**src/rtl/rst_hold_pkg.sv**
```systemverilog
package rst_hold_pkg;

    typedef enum logic [1:0] {
        OSC_IRC  = 2'b00,
        OSC_ERC  = 2'b01,
        OSC_XTAL = 2'b10,
        OSC_LOWF = 2'b11
    } osc_mode_e;

    typedef enum logic {
        HOLD_FULL  = 1'b0,
        HOLD_SHORT = 1'b1
    } hold_kind_e;

    // Inputs that drive the counter in one cycle
    typedef struct packed {
        logic por;
        logic wdt;
        logic ext_low;
        logic tick;
    } hold_evt_t;

    // RC modes get the short hold once the first boot is over
    function automatic hold_kind_e pick_kind(osc_mode_e m, logic first_boot);
        if (!first_boot && (m == OSC_IRC || m == OSC_ERC))
            return HOLD_SHORT;
        return HOLD_FULL;
    endfunction

    function automatic logic evt_restart(hold_evt_t e);
        return e.por | e.wdt | e.ext_low;
    endfunction

endpackage

```
**src/rtl/rst_hold_len.sv**
```systemverilog
module rst_hold_len
    import rst_hold_pkg::*;
#(
    parameter int LONG_TICKS  = 576,
    parameter int SHORT_TICKS = 10,
    parameter int CNT_W       = 10
) (
    input  logic             clk_i,
    input  logic             por_i,
    input  logic             done_i,
    input  logic [1:0]       mode_i,
    output logic [CNT_W-1:0] limit_o
);

    logic       first_q;
    hold_kind_e kind;

    always_ff @(posedge clk_i) begin
        if (por_i)
            first_q <= 1'b1;
        else if (done_i)
            first_q <= 1'b0;
    end

    always_comb begin
        kind = pick_kind(osc_mode_e'(mode_i), first_q);
        if (kind == HOLD_SHORT)
            limit_o = CNT_W'(SHORT_TICKS);
        else
            limit_o = CNT_W'(LONG_TICKS);
    end

    AST_FIRST_SET: assert property (@(posedge clk_i)
        por_i |=> first_q);
    AST_FIRST_CLEAR: assert property (@(posedge clk_i) disable iff (por_i)
        done_i |=> !first_q);

endmodule

```
**src/rtl/rst_hold_cnt.sv**
```systemverilog
module rst_hold_cnt
    import rst_hold_pkg::*;
#(
    parameter int CNT_W = 10
) (
    input  logic             clk_i,
    input  hold_evt_t        evt_i,
    input  logic [CNT_W-1:0] limit_i,
    output logic             busy_o,
    output logic             done_o
);

    logic [CNT_W-1:0] cnt_q;
    logic             busy_q;
    logic             restart;
    logic             last;

    assign restart = evt_restart(evt_i);
    assign last    = (cnt_q >= limit_i - CNT_W'(1));
    assign done_o  = busy_q & evt_i.tick & ~restart & last;
    assign busy_o  = busy_q;

    always_ff @(posedge clk_i) begin
        if (restart) begin
            cnt_q  <= '0;
            busy_q <= 1'b1;
        end else if (busy_q && evt_i.tick) begin
            if (last) begin
                cnt_q  <= '0;
                busy_q <= 1'b0;
            end else begin
                cnt_q <= cnt_q + CNT_W'(1);
            end
        end
    end

    AST_WDT_RESTART: assert property (@(posedge clk_i) disable iff (evt_i.por)
        evt_i.wdt |=> (busy_q && cnt_q == '0));
    AST_LOW_CLEARS: assert property (@(posedge clk_i) disable iff (evt_i.por)
        evt_i.ext_low |=> (busy_q && cnt_q == '0));
    AST_NO_TICK_HOLD: assert property (@(posedge clk_i) disable iff (evt_i.por)
        (busy_q && !evt_i.tick && !restart) |=> ($stable(cnt_q) && busy_q));

endmodule

```
**src/rtl/rst_hold_timer.sv**
```systemverilog
module rst_hold_timer
    import rst_hold_pkg::*;
#(
    parameter int LONG_TICKS  = 576,
    parameter int SHORT_TICKS = 10
) (
    input  logic       clk_i,
    input  logic       por_i,
    input  logic       ext_rel_i,
    input  logic       wdt_to_i,
    input  logic [1:0] osc_mode_i,
    input  logic       tick_i,
    output logic       core_rst_o
);

    localparam int CNT_W = $clog2(LONG_TICKS + 1);

    hold_evt_t        evt;
    logic [CNT_W-1:0] limit;
    logic             busy;
    logic             done;

    always_comb begin
        evt.por     = por_i;
        evt.wdt     = wdt_to_i;
        evt.ext_low = ~ext_rel_i;
        evt.tick    = tick_i;
    end

    rst_hold_len #(
        .LONG_TICKS (LONG_TICKS),
        .SHORT_TICKS(SHORT_TICKS),
        .CNT_W      (CNT_W)
    ) u_len (
        .clk_i  (clk_i),
        .por_i  (por_i),
        .done_i (done),
        .mode_i (osc_mode_i),
        .limit_o(limit)
    );

    rst_hold_cnt #(
        .CNT_W(CNT_W)
    ) u_cnt (
        .clk_i  (clk_i),
        .evt_i  (evt),
        .limit_i(limit),
        .busy_o (busy),
        .done_o (done)
    );

    // Any cause raises the reset at once; only the counter lowers it
    assign core_rst_o = busy | evt_restart(evt);

    AST_SYNC_RELEASE: assert property (@(posedge clk_i) disable iff (por_i)
        $fell(core_rst_o) |-> $past(tick_i));
    AST_POR_HOLDS: assert property (@(posedge clk_i)
        por_i |=> busy);

endmodule

```
**config.mk**
```make
export PLATFORM = sky130hd
export DESIGN_NAME = rst_hold_timer
export DESIGN_NICKNAME = d
export VERILOG_FILES = /design/src/rtl/rst_hold_pkg.sv /design/src/rtl/rst_hold_len.sv /design/src/rtl/rst_hold_cnt.sv /design/src/rtl/rst_hold_timer.sv
export SDC_FILE = /design/constraint.sdc
export NUM_CORES = 1
export LEC_CHECK = 0
export ABC_AREA = 1
export BUFFER_PORTS_ARGS = -buffer_cell sky130_fd_sc_hd__buf_2
export CAP_MARGIN = 25
export CORE_ASPECT_RATIO = 1.5
export CORE_UTILIZATION = 30
export CTS_CLUSTER_DIAMETER = 30
export DETAILED_ROUTE_END_ITERATION = 8
export HOLD_SLACK_MARGIN = 0.08
export PLACE_DENSITY = 0.46
export SLEW_MARGIN = 20
export SYNTH_ARGS = -nofsm -noshare
export SYNTH_HDL_FRONTEND = slang
export SYNTH_SLANG_ARGS = --single-unit
```
**constraint.sdc**
```tcl
create_clock -name clk_i -period 2.6 [get_ports clk_i]
set_input_delay 0.13 -clock clk_i [delete_from_list [all_inputs] [get_ports clk_i]]
set_output_delay 0.13 -clock clk_i [all_outputs]
set_load 0.02 [all_outputs]
```
==> results.yml <==
yosys:
  ys_types: 22
  ys_top_cells_by_count: "nand2_1, dfxtp_1, nor2_2"
  syn_area_per_cell_um2: 7.678
  async_flop_share_pct: 0
  syn_inst: 88
  yosysMostFrequentCell: "nand2_1"
  synthFlopType: "dfxtp_1"
  ys_warn_count: 0
  syn_nets: 96
  synth_area_um2: 675.6
  yosysTopAreaCellShare_pct: 35.56
  synth.area.top_cells: "dfxtp_1, nand2_1, nor2_2"
  synth_seq_cells: 12
  synth-edff-count: 0
  yosysSeqAreaShare_pct: 35.56
  synth_top_area_cell: "dfxtp_1"
placement:
  dp.cells: 116
  dp.final_hpwl_um: 893.3
  port_buffers: 6
  gp_congestion: 0.6985
  placed_area_um2: 733.2
setup_path:
  cp.required_ps: 2470
  path_max_fanout: 3
  crit_path_start: "por_i"
  cpLargestDelayFamily: "buffers and inverters"
  critPathBufInv: 5
  crit_slowest_cell: "dlygate4sd3_1"
  end_kind: "output port"
  cpPeakStageDelay_ps: 530
  r2r-start: "u_cnt.cnt_q[0]"
  arrival_ps: 1560
  r2r_end: "u_cnt.cnt_q[8]"
  startpoint_type: "primary input"
  path_cells: "dlygate4sd3_1 -> buf_2 -> inv_1 -> nand2_1 -> nor2_4 -> inv_1 -> or2_2 -> buf_2"
  crit_type: "primary input to output port"
  reg2reg_depth: 8
  r2r_slack_ps: 1270
floorplan:
  die_x_um: 40.75
  dieHeight_um: 60.12
  pin_count: 8
  initial_utilization_pct: 32.53
  core_um2: 2077
  num_rows: 20
  dieArea_um2: 2450
timing:
  max-slew-margin-rel_pct: 83.53
  fin_worst_skew_ps: 2.088
  rsz0062_at_grt: "no"
  fin_crit_sh_pct: 65.06
  hold_violations: 0
  setup_violations: 0
  tightest_slew_ps: 246.2
  setup_tns_ps: 0
  fin_crit_ps: 1692
  timing.fmax_ghz: 0.5911
  slew_violations: 0
final_layout:
  multi_input_area_um2: 396.6
  num_antenna_cells: 0
  area.growth.synth_to_final_pct: 13.33
  fin_area_um2: 765.7
  nNetsFinal: 108
  final_cells: 120
  fin_util_pct: 36.87
  ff_latch_area_um2: 240.2
  drive_gt1_share_pct: 33.67
  nFillCells: 225
grt:
  grt.met2_usage_pct: 20.18
  gr-total-overflow: 0
  grt_use_total_pct: 12.69
  use_met3_pct: 2.230
  antenna_found_initial: 0
  grt_util_met1_pct: 14.58
  grt_pass1_wl_mm: 2.076
  grt.busiest_layer: "met2"
  grt_pass1_vias: 531
  grt_max_degree: 11
clocking:
  h-tree-depth: 1
  cts_tree: "done"
  cts_sinks: 12
  clock_path_buffers: 2
  clk_latency_ps: 270
  root_buffer: "clkbuf_4"
  path_clk_slew_ps: 80
  numCtsBuffers: 3
  cts_setup_buffers: 0
detailed_routing:
  ant_nets: 0
  first_pass_iters: 4
  vias_per_cell: 4.483
  routedWlPerCell_um: 9.483
  drcViolationCount: 0
  wirelength_mm: 1.138
  drt_iter0_drc: 5
  vias: 538
status:
  status: "complete, no violations"
pwr:
  p_total_uw: 324.2
  power_density_nw_per_um2: 423.3
  power_leakage_nw: 0.3078
  ir_drop_v: 0.0002022
job:
  cap_violations: 0
min_path:
  min_path_type: "primary input to register"
  holdPathStages: 3
  hold_path_end: "u_cnt.busy_o"
  hold_path_startpoint: "wdt_to_i"
-- cell type report --
cell class | count | area share, %
sequential | 12 | 31.37
tap | 22 | 3.595
clock buffer | 3 | 2.941
timing repair buffer | 7 | 5.229
multi-input combinational | 67 | 51.80
inverter | 9 | 5.065
-- flip-flops by register name (all words and copies together), names as in the netlist --
signal / count
u_cnt.busy_o: 1
u_cnt.cnt_q: 10
u_len.first_q: 1
-- metrics by stage --
step	hold WS, ps	setup slack, ps
2_1_floorplan	233.8	1396
3_3_place_gp	320.6	1243
3_5_place_dp	336.4	1261
4_1_cts	96.97	902.9
5_1_grt	99.57	804.9
6_report	94.95	908.3
-- worst min-delay path: stages --
cell and delay, ps:
buf_2 100, nor2_4 50, nand2_1 60
-- cells by family (layout without fill, tap and decap cells) --
group | Yosys count | in the layout | synth area share [%]
simple gates | 56 | 56 | 46.11
flops | 12 | 12 | 35.56
buf+inv | 9 | 19 | 5.741
compound gates | 5 | 5 | 4.073
xor+xnor | 4 | 4 | 5.185
fa+ha+maj | 1 | 1 | 1.852
mux | 1 | 1 | 1.482
-- power by group --
part	leakage, nW	switching [mW]	internal (mW)
combinational	0.197	0.0117	0.00821
sequential	0.0968	0.000696	0.184
clock	0.0138	0.0659	0.0536
-- metal layers --
layer | wire length (um) | up-vias
li1 | - | 292
met1 | 491 | 236
met2 | 583 | 5
met3 | 23 | 5
met4 | 39 | 0
met5 | 0 | -
-- worst max-delay path by stage --
| stage | depth (start not counted) | slack, ps | endpoint |
|---|---|---|---|
| after CTS | 8 | 900 | core_rst_o |
| after detailed placement | 8 | 1260 | u_cnt.cnt_q[8] |
| after global routing | 8 | 800 | core_rst_o |
| after global placement | 8 | 1240 | u_cnt.cnt_q[8] |
| final | 8 | 910 | core_rst_o |
| after floorplan | 8 | 1400 | u_cnt.cnt_q[8] |
-- placed cells by master, fill, tap and decap left out --
cell           netlist  final
nand4_1              1      1
o21ai_1              1      1
inv_1                8      8
nor2_4               2      2
clkbuf_4             0      3
o21ai_0              2      2
dfxtp_1             12     12
or2_2                1      1
mux2i_1              1      1
clkinv_4             1      1
xor2_1               4      4
nand2_8              1      1
nand2_1             21     21
dlygate4sd3_1        0      1
nor2_2              12     12
nand3_1              2      2
nand2_4              2      2
ha_1                 1      1
nor2_1               8      8
nand3_2              1      1
nand2_2              4      4
nor3_1               1      1
a21oi_1              1      1
buf_2                0      6
o21bai_1             1      1
-- timing repair --
item,CTS,global route
endpoints found under the hold margin,1,0
hold buffers,1,0
gates resized for setup,0,0
Power figures use the tool's default switching activity.
